File: src/rtl/tfdec_pkg.sv
package tfdec_pkg;

  // Lane selector: values 1..7 follow the task-file offsets; 8/9 are data bytes.
  typedef enum logic [3:0] {
    SEL_ERRFEAT = 4'd1,
    SEL_SECCNT  = 4'd2,
    SEL_SECNUM  = 4'd3,
    SEL_CYLLO   = 4'd4,
    SEL_CYLHI   = 4'd5,
    SEL_DRVHD   = 4'd6,
    SEL_STATCMD = 4'd7,
    SEL_DLO     = 4'd8,
    SEL_DHI     = 4'd9,
    SEL_NONE    = 4'd15
  } laneSel_t;

  // Strobes from control to datapath.
  typedef struct packed {
    logic     wrEn;
    logic     rdPop;
    laneSel_t loSel;
    laneSel_t hiSel;
  } ctrl_t;

endpackage

File: src/rtl/tfdec_ctrl.sv
module tfdec_ctrl
  import tfdec_pkg::*;
#(
  parameter int ADDR_W = 11
) (
  input  logic              clk,
  input  logic              rstN,
  input  logic              ce1N,
  input  logic              ce2N,
  input  logic              regN,
  input  logic [ADDR_W-1:0] hostAddr,
  input  logic              oeN,
  input  logic              weN,
  output ctrl_t             ctrl,
  output logic              hostDataOe
);

  localparam int SPACE_BIT = ADDR_W - 1;
  localparam int OFS_W     = 4;

  logic           oeNQ, weNQ, toggleQ;
  laneSel_t       rdLoQ, rdHiQ;
  laneSel_t       loSel, hiSel, dataByteSel;
  logic [OFS_W-1:0] ofs;
  logic           accessOk, wrStart, rdEnd;
  logic           loData, hiData, byteData, cmdWrite;
  logic           loDataQ, hiDataQ, byteDataQ;
  laneSel_t       dataSel, dataSelQ;
  logic           unusedAddrBits;

  assign ofs            = hostAddr[OFS_W-1:0];
  assign unusedAddrBits = ^hostAddr[SPACE_BIT-1:OFS_W];
  assign accessOk       = regN & ~hostAddr[SPACE_BIT] & (~ce1N | ~ce2N);
  assign dataByteSel    = toggleQ ? SEL_DHI : SEL_DLO;
  assign wrStart        = ~weN & weNQ;
  assign rdEnd          = oeN & ~oeNQ;

  // Lane decode
  always_comb begin
    loSel = SEL_NONE;
    hiSel = SEL_NONE;
    if (accessOk) begin
      if (!ce1N && !ce2N) begin
        case (ofs[OFS_W-1:1])
          3'd0, 3'd4: begin loSel = SEL_DLO;    hiSel = SEL_DHI;     end
          3'd1:       begin loSel = SEL_SECCNT; hiSel = SEL_SECNUM;  end
          3'd2:       begin loSel = SEL_CYLLO;  hiSel = SEL_CYLHI;   end
          3'd3:       begin loSel = SEL_DRVHD;  hiSel = SEL_STATCMD; end
          default:    ;
        endcase
      end else if (!ce1N) begin
        case (ofs)
          4'd0, 4'd8, 4'd9: loSel = dataByteSel;
          4'd1:    loSel = SEL_ERRFEAT;
          4'd2:    loSel = SEL_SECCNT;
          4'd3:    loSel = SEL_SECNUM;
          4'd4:    loSel = SEL_CYLLO;
          4'd5:    loSel = SEL_CYLHI;
          4'd6:    loSel = SEL_DRVHD;
          4'd7:    loSel = SEL_STATCMD;
          default: ;
        endcase
      end else begin
        case (ofs)
          4'd0, 4'd1: hiSel = SEL_ERRFEAT;
          4'd3:    hiSel = SEL_SECNUM;
          4'd5:    hiSel = SEL_CYLHI;
          4'd7:    hiSel = SEL_STATCMD;
          4'd9:    hiSel = dataByteSel;
          default: ;
        endcase
      end
    end
  end

  assign loData   = (loSel == SEL_DLO) || (loSel == SEL_DHI);
  assign hiData   = (hiSel == SEL_DLO) || (hiSel == SEL_DHI);
  assign byteData = loData ^ hiData;
  assign dataSel  = loData ? loSel : hiSel;
  assign cmdWrite = (loSel == SEL_STATCMD) || (hiSel == SEL_STATCMD);

  assign loDataQ   = (rdLoQ == SEL_DLO) || (rdLoQ == SEL_DHI);
  assign hiDataQ   = (rdHiQ == SEL_DLO) || (rdHiQ == SEL_DHI);
  assign byteDataQ = loDataQ ^ hiDataQ;
  assign dataSelQ  = loDataQ ? rdLoQ : rdHiQ;

  always_comb begin
    ctrl.wrEn  = wrStart & accessOk;
    ctrl.rdPop = rdEnd & ((rdLoQ == SEL_DHI) || (rdHiQ == SEL_DHI));
    ctrl.loSel = loSel;
    ctrl.hiSel = hiSel;
  end

  assign hostDataOe = ~oeN & accessOk;

  // Strobe history and read-lane capture
  always_ff @(posedge clk or negedge rstN) begin
    if (!rstN) begin
      oeNQ  <= 1'b1;
      weNQ  <= 1'b1;
      rdLoQ <= SEL_NONE;
      rdHiQ <= SEL_NONE;
    end else begin
      oeNQ <= oeN;
      weNQ <= weN;
      if (!oeN) begin
        rdLoQ <= loSel;
        rdHiQ <= hiSel;
      end
    end
  end

  // Byte packing toggle
  always_ff @(posedge clk or negedge rstN) begin
    if (!rstN) begin
      toggleQ <= 1'b0;
    end else if (ctrl.wrEn && cmdWrite) begin
      toggleQ <= 1'b0;
    end else if (ctrl.wrEn && byteData) begin
      toggleQ <= (dataSel == SEL_DLO);
    end else if (rdEnd && byteDataQ) begin
      toggleQ <= (dataSelQ == SEL_DLO);
    end
  end

  AST_BYTE_HIGH_IDLE: assert property (@(posedge clk) disable iff (!rstN)
    (!ce1N && ce2N) |-> (ctrl.hiSel == SEL_NONE));

  AST_ODD_LOW_IDLE: assert property (@(posedge clk) disable iff (!rstN)
    (ce1N && !ce2N) |-> (ctrl.loSel == SEL_NONE));

  AST_NO_ACCESS_NO_WRITE: assert property (@(posedge clk) disable iff (!rstN)
    (!regN || hostAddr[SPACE_BIT] || (ce1N && ce2N)) |-> !ctrl.wrEn);

  AST_CMD_CLEARS_TOGGLE: assert property (@(posedge clk) disable iff (!rstN)
    (ctrl.wrEn && cmdWrite) |=> !toggleQ);

  AST_POP_AFTER_READ: assert property (@(posedge clk) disable iff (!rstN)
    ctrl.rdPop |-> ($past(oeN) == 1'b0));

endmodule

File: src/rtl/tfdec_datapath.sv
module tfdec_datapath
  import tfdec_pkg::*;
#(
  parameter int BYTE_W = 8
) (
  input  logic                clk,
  input  logic                rstN,
  input  ctrl_t               ctrl,
  input  logic [2*BYTE_W-1:0] hostDataIn,
  output logic [2*BYTE_W-1:0] hostDataOut,
  input  logic [BYTE_W-1:0]   errorIn,
  input  logic [BYTE_W-1:0]   statusIn,
  output logic [BYTE_W-1:0]   featuresOut,
  output logic [BYTE_W-1:0]   secCountOut,
  output logic [BYTE_W-1:0]   secNumOut,
  output logic [BYTE_W-1:0]   cylLowOut,
  output logic [BYTE_W-1:0]   cylHighOut,
  output logic [BYTE_W-1:0]   drvHeadOut,
  output logic [BYTE_W-1:0]   cmdOut,
  output logic                cmdStrobe,
  input  logic [2*BYTE_W-1:0] bufRdData,
  output logic                bufRdPop,
  output logic [2*BYTE_W-1:0] bufWrData,
  output logic                bufWrPush
);

  localparam int WORD_W  = 2 * BYTE_W;
  localparam int NUM_REG = 7;

  logic [BYTE_W-1:0] taskQ [1:NUM_REG];
  logic [BYTE_W-1:0] holdQ;
  logic [BYTE_W-1:0] loByte, hiByte, loRead, hiRead;
  logic              pushNow, holdLo, holdHi, cmdNow;
  logic [WORD_W-1:0] pushWord;

  assign loByte = hostDataIn[BYTE_W-1:0];
  assign hiByte = hostDataIn[WORD_W-1:BYTE_W];

  // Task registers: index r matches the lane selector value r
  for (genvar r = 1; r <= NUM_REG; r++) begin : g_reg
    always_ff @(posedge clk or negedge rstN) begin
      if (!rstN) begin
        taskQ[r] <= '0;
      end else if (ctrl.wrEn) begin
        if (ctrl.loSel == laneSel_t'(4'(r)))      taskQ[r] <= loByte;
        else if (ctrl.hiSel == laneSel_t'(4'(r))) taskQ[r] <= hiByte;
      end
    end
  end

  function automatic logic [BYTE_W-1:0] laneValue(input laneSel_t sel);
    case (sel)
      SEL_ERRFEAT: return errorIn;
      SEL_SECCNT:  return taskQ[2];
      SEL_SECNUM:  return taskQ[3];
      SEL_CYLLO:   return taskQ[4];
      SEL_CYLHI:   return taskQ[5];
      SEL_DRVHD:   return taskQ[6];
      SEL_STATCMD: return statusIn;
      SEL_DLO:     return bufRdData[BYTE_W-1:0];
      SEL_DHI:     return bufRdData[WORD_W-1:BYTE_W];
      default:     return '1;
    endcase
  endfunction

  always_comb begin
    loRead      = laneValue(ctrl.loSel);
    hiRead      = laneValue(ctrl.hiSel);
    hostDataOut = {hiRead, loRead};
  end

  // Data-port write assembly
  assign pushNow  = ctrl.wrEn && ((ctrl.loSel == SEL_DHI) || (ctrl.hiSel == SEL_DHI));
  assign pushWord = {(ctrl.hiSel == SEL_DHI) ? hiByte : loByte,
                     (ctrl.loSel == SEL_DLO) ? loByte : holdQ};
  assign holdLo   = ctrl.wrEn && (ctrl.loSel == SEL_DLO) && (ctrl.hiSel != SEL_DHI);
  assign holdHi   = ctrl.wrEn && (ctrl.hiSel == SEL_DLO);
  assign cmdNow   = ctrl.wrEn && ((ctrl.loSel == SEL_STATCMD) || (ctrl.hiSel == SEL_STATCMD));

  always_ff @(posedge clk or negedge rstN) begin
    if (!rstN) begin
      holdQ     <= '0;
      bufWrPush <= 1'b0;
      bufWrData <= '0;
      bufRdPop  <= 1'b0;
      cmdStrobe <= 1'b0;
    end else begin
      if (holdLo)      holdQ <= loByte;
      else if (holdHi) holdQ <= hiByte;
      bufWrPush <= pushNow;
      if (pushNow) bufWrData <= pushWord;
      bufRdPop  <= ctrl.rdPop;
      cmdStrobe <= cmdNow;
    end
  end

  assign featuresOut = taskQ[1];
  assign secCountOut = taskQ[2];
  assign secNumOut   = taskQ[3];
  assign cylLowOut   = taskQ[4];
  assign cylHighOut  = taskQ[5];
  assign drvHeadOut  = taskQ[6];
  assign cmdOut      = taskQ[7];

  AST_CMD_ONE_CYCLE: assert property (@(posedge clk) disable iff (!rstN)
    cmdStrobe |=> !cmdStrobe);

  AST_PUSH_ONE_CYCLE: assert property (@(posedge clk) disable iff (!rstN)
    bufWrPush |=> !bufWrPush);

  AST_POP_ONE_CYCLE: assert property (@(posedge clk) disable iff (!rstN)
    bufRdPop |=> !bufRdPop);

  AST_IDLE_LANE_FF: assert property (@(posedge clk) disable iff (!rstN)
    (ctrl.loSel == SEL_NONE) |-> (hostDataOut[BYTE_W-1:0] == '1));

endmodule

File: src/rtl/ata_taskfile_decoder.sv
module ata_taskfile_decoder
  import tfdec_pkg::*;
#(
  parameter int ADDR_W = 11,
  parameter int BYTE_W = 8
) (
  input  logic                clk,
  input  logic                rstN,
  input  logic                ce1N,
  input  logic                ce2N,
  input  logic                regN,
  input  logic [ADDR_W-1:0]   hostAddr,
  input  logic                oeN,
  input  logic                weN,
  input  logic [2*BYTE_W-1:0] hostDataIn,
  output logic [2*BYTE_W-1:0] hostDataOut,
  output logic                hostDataOe,
  input  logic [BYTE_W-1:0]   errorIn,
  input  logic [BYTE_W-1:0]   statusIn,
  output logic [BYTE_W-1:0]   featuresOut,
  output logic [BYTE_W-1:0]   secCountOut,
  output logic [BYTE_W-1:0]   secNumOut,
  output logic [BYTE_W-1:0]   cylLowOut,
  output logic [BYTE_W-1:0]   cylHighOut,
  output logic [BYTE_W-1:0]   drvHeadOut,
  output logic [BYTE_W-1:0]   cmdOut,
  output logic                cmdStrobe,
  input  logic [2*BYTE_W-1:0] bufRdData,
  output logic                bufRdPop,
  output logic [2*BYTE_W-1:0] bufWrData,
  output logic                bufWrPush
);

  ctrl_t ctrl;

  tfdec_ctrl #(.ADDR_W(ADDR_W)) u_ctrl (
    .clk        (clk),
    .rstN       (rstN),
    .ce1N       (ce1N),
    .ce2N       (ce2N),
    .regN       (regN),
    .hostAddr   (hostAddr),
    .oeN        (oeN),
    .weN        (weN),
    .ctrl       (ctrl),
    .hostDataOe (hostDataOe)
  );

  tfdec_datapath #(.BYTE_W(BYTE_W)) u_dp (
    .clk         (clk),
    .rstN        (rstN),
    .ctrl        (ctrl),
    .hostDataIn  (hostDataIn),
    .hostDataOut (hostDataOut),
    .errorIn     (errorIn),
    .statusIn    (statusIn),
    .featuresOut (featuresOut),
    .secCountOut (secCountOut),
    .secNumOut   (secNumOut),
    .cylLowOut   (cylLowOut),
    .cylHighOut  (cylHighOut),
    .drvHeadOut  (drvHeadOut),
    .cmdOut      (cmdOut),
    .cmdStrobe   (cmdStrobe),
    .bufRdData   (bufRdData),
    .bufRdPop    (bufRdPop),
    .bufWrData   (bufWrData),
    .bufWrPush   (bufWrPush)
  );

endmodule

File: config.mk
export PLATFORM = sky130hd
export DESIGN_NAME = ata_taskfile_decoder
export DESIGN_NICKNAME = d
export VERILOG_FILES = /design/src/rtl/tfdec_pkg.sv /design/src/rtl/tfdec_ctrl.sv /design/src/rtl/tfdec_datapath.sv /design/src/rtl/ata_taskfile_decoder.sv
export SDC_FILE = /design/constraint.sdc
export NUM_CORES = 1
export LEC_CHECK = 0
export ABC_CLOCK_PERIOD_IN_PS = 2200
export BUFFER_PORTS_ARGS = -buffer_cell sky130_fd_sc_hd__buf_2
export CAP_MARGIN = 15
export CELL_PAD_IN_SITES_DETAIL_PLACEMENT = 0
export CELL_PAD_IN_SITES_GLOBAL_PLACEMENT = 1
export CORE_AREA = 2 2 129 131
export DETAILED_ROUTE_END_ITERATION = 8
export DIE_AREA = 0 0 131 133
export HOLD_SLACK_MARGIN = 0.12
export PLACE_DENSITY_LB_ADDON = 0.1
export SYNTH_ARGS = -nofsm -noshare
export SYNTH_HDL_FRONTEND = slang
export SYNTH_SLANG_ARGS = --single-unit
export TNS_END_PERCENT = 10
File: constraint.sdc
create_clock -name clk -period 2.2 [get_ports clk]
set_clock_uncertainty 0.1 [all_clocks]
set_input_delay 0 -clock clk [delete_from_list [all_inputs] [get_ports clk]]
set_output_delay 0 -clock clk [all_outputs]
set_load 0.005 [all_outputs]
==> impl_metrics.ini <==
[sta]
relSlewSlack = 0.5454
setup_tns_ns = -1.157
holdWs_ns = 0.1906
setup_viol = 14
grt_setup_unrepaired = yes
period_share = 1.063
slew_violations = 0
min_period_ns = 2.340
fin_ws_ns = -0.1397
fmax_mhz = 427.4
hold_viol_final = 0
tightest_slew_ns = 0.6819

[worst_hold_path]
hold_path.class = input port to async pin

[die]
die_w_um = 131
core_sq_um = 16170
die_h_um = 133
rows = 47
start_util = 0.3399
ioPinCount = 158
dieArea_sq_um = 17420

[critical_path]
critical_path.cell_chain = nand2_1, o21a_2, and2_2, a221o_1, a211o_1, a211o_1, buf_2
cp.required_ns = 2.10
worst_path_most_repeated_cell = a211o_1
endpoint_kind = output pin
cpMaxStageDelayCell = dfrtp_1
path_buf_inv = 1
timing.rr.start = u_ctrl.toggleQ
rr_worst_depth = 9
worstSetupStartpointType = register
ff2ff_setup_slack_ns = 0.07
cpPeakStageDelay_ns = 0.39
timing.rr.end = u_dp.holdQ[7]
crit_family = compound AO/OA/AOI/OAI gates
path_class = register to output pin
arrival_ns = 2.24
path_max_fanout = 5

[clock_network]
htree_levels = 3
path_clk_slew_ns = 0.08
clk_latency_ns = 0.36
cts_buffers = 9
cts_num_sinks = 94
cts_tree = done
clk_root_buffer_cell = clkbuf_16
cts_max_path_buffers = 2

[final_layout]
final_util = 0.4682
multi_input_comb_area_sq_um = 2968
insertedDiodeCount = 0
nets = 866
nFillCells = 1615
syn_to_final_growth_pct = 37.76
seqCellArea_sq_um = 2365
layout_commonest_cell = buf_2
most-common-layout-cells = buf_2, dfrtp_1, nand2_1
drive_above_1_share = 0.3901

[logic_synthesis]
synth_compound_area_frac = 0.2429
synth_xor_xnor_area_share = 0.001593
muxShareOfSynthArea = 0.09333
synth_simple_gate_area_frac = 0.1837
async_flop_share = 1.000
synth_fa_ha_area_frac = 0
ys_seq_elements = 94
synth_cells = 586
ys_types = 71
synth_top_family_by_area = compound AO/OA/AOI/OAI gates
syn_area_sq_um = 5497
synth_edf_count = 0
yosysWarningCount = 0
synth_ff_type = dfrtp_1
syn_nets = 652
syn_avg_cell_area_sq_um = 9.380
ys_seq_area_frac = 0.4302

[detailed_routing]
wl_per_cell_um = 21.09
drtIter0Drc = 341
routed_wl_um = 21620
drc = 0
first_pass_iters = 5
drtAntennaViolNets = 0
via_per_inst = 5.492
vias = 5629

[placement]
place_congestion = 0.9215
dp_hpwl_um = 16400
numPortBuffers = 151

[global_routing]
antenna_found_initial = 0
grt-ovfl-total = 0
grt_pass1_wl_um = 33160
grt_pass1_vias = 5636
grt_start_max_net_pins = 39
grt.total_usage = 0.2537

[power]
leakage_nw = 3.618
p_per_area_nw_per_um2 = 546.1
peakVddDrop_mv = 0.3624

[run_status]
outcome = finished with violations
violations = negative setup slack

[job]
max_cap_viol_count = 0
layout make-up:
class                   count  area share
clock inverters             6    0.009914
inverters                  23     0.01140
flip-flops and latches     94      0.3123
multi-input cells         434      0.3919
clock buffers              10     0.03024
well taps                 220     0.03635
repair buffers            238      0.2079
synthesized netlist by cell type (all sizes together) (5+ instances only):
master	count	area share
a221o	5	0.0091
o22ai	11	0.013
a2bb2oi	9	0.014
a22o	10	0.016
nor3	12	0.014
a31oi	9	0.010
dfstp	10	0.048
buf	21	0.023
mux2i	13	0.024
a22oi	9	0.012
inv	23	0.016
nor2b	5	0.0057
a222oi	8	0.015
dfrtp	84	0.38
nand2	69	0.048
a21oi	41	0.040
nor2	64	0.046
a221oi	11	0.021
clkbuf	14	0.0098
nand3	21	0.020
o211ai	8	0.011
o21ai	22	0.020
a21o	13	0.018
nand4	5	0.0068
mux2	32	0.066
worst register-to-register path: cells and delay by family (launching register included):
kind                   cells  cell delay, ns
buffers and inverters      3            0.47
AOI/OAI and AO/OA          1            0.17
DFF                        1            0.41
and+or+nand+nor            5            0.91
per-layer routing:
metal	GRT usage	wire length, um	vias to the layer above
met5	0	0	-
met4	0.06087	385	0
met3	0.03922	1259	34
met2	0.3843	9746	241
met1	0.3789	10230	2741
li1	-	-	2613
registers in the layout, summed over array words and instances, names as in the netlist, 4 cells and up:
| name | cells |
|---|---|
| u_dp.featuresOut | 8 |
| u_dp.drvHeadOut | 8 |
| u_dp.cylHighOut | 8 |
| u_ctrl.rdLoQ | 4 |
| u_dp.holdQ | 8 |
| u_dp.secNumOut | 8 |
| u_dp.cylLowOut | 8 |
| u_dp.bufWrData | 16 |
| u_dp.secCountOut | 8 |
| u_dp.cmdOut | 8 |
| u_ctrl.rdHiQ | 4 |
report_power, final:
part	switching (mW)	total [mW]	internal, mW
Sequential	0.0568	1.86	1.80
Combinational	0.359	0.623	0.264
Clock	0.751	1.65	0.901
metrics by stage:
stage,instances,power [mW],setup WS (ns),instance area [sq um]
global route,1025,4.296,-0.2842,7572
floorplan,586,2.126,0.03359,5500
finish,1025,4.135,-0.1397,7572
CTS,1024,4.166,-0.1527,7530
detailed placement,984,2.460,-0.03797,6928
global placement,984,2.456,0.002730,6928
what timing repair did:
| action | CTS | global route |
|---|---|---|
| hold buffers | 20 | 0 |
| pin swaps | 6 | 8 |
| gates resized for setup | 12 | 9 |
| setup buffers | 4 | 1 |
| endpoints found under the setup margin | 15 | 65 |
| hold endpoints to repair | 185 | 0 |
how the worst max path moves through the flow:
stage / startpoint / endpoint / cells past startpoint
after detailed placement: u_ctrl.toggleQ / hostDataOut[14] / 7
after global routing: u_ctrl.toggleQ / hostDataOut[14] / 7
final: u_ctrl.toggleQ / hostDataOut[2] / 7
after CTS: u_ctrl.toggleQ / hostDataOut[2] / 7
after global placement: hostAddr[1] / hostDataOut[14] / 9
after floorplan: u_ctrl.weNQ / u_dp.drvHeadOut[0] / 6
cell families after synthesis:
family / after synthesis
simple gates: 204
compound gates: 183
flops: 94
buf+inv: 58
mux: 46
xor+xnor: 1
(Power assumes the default switching activity.)
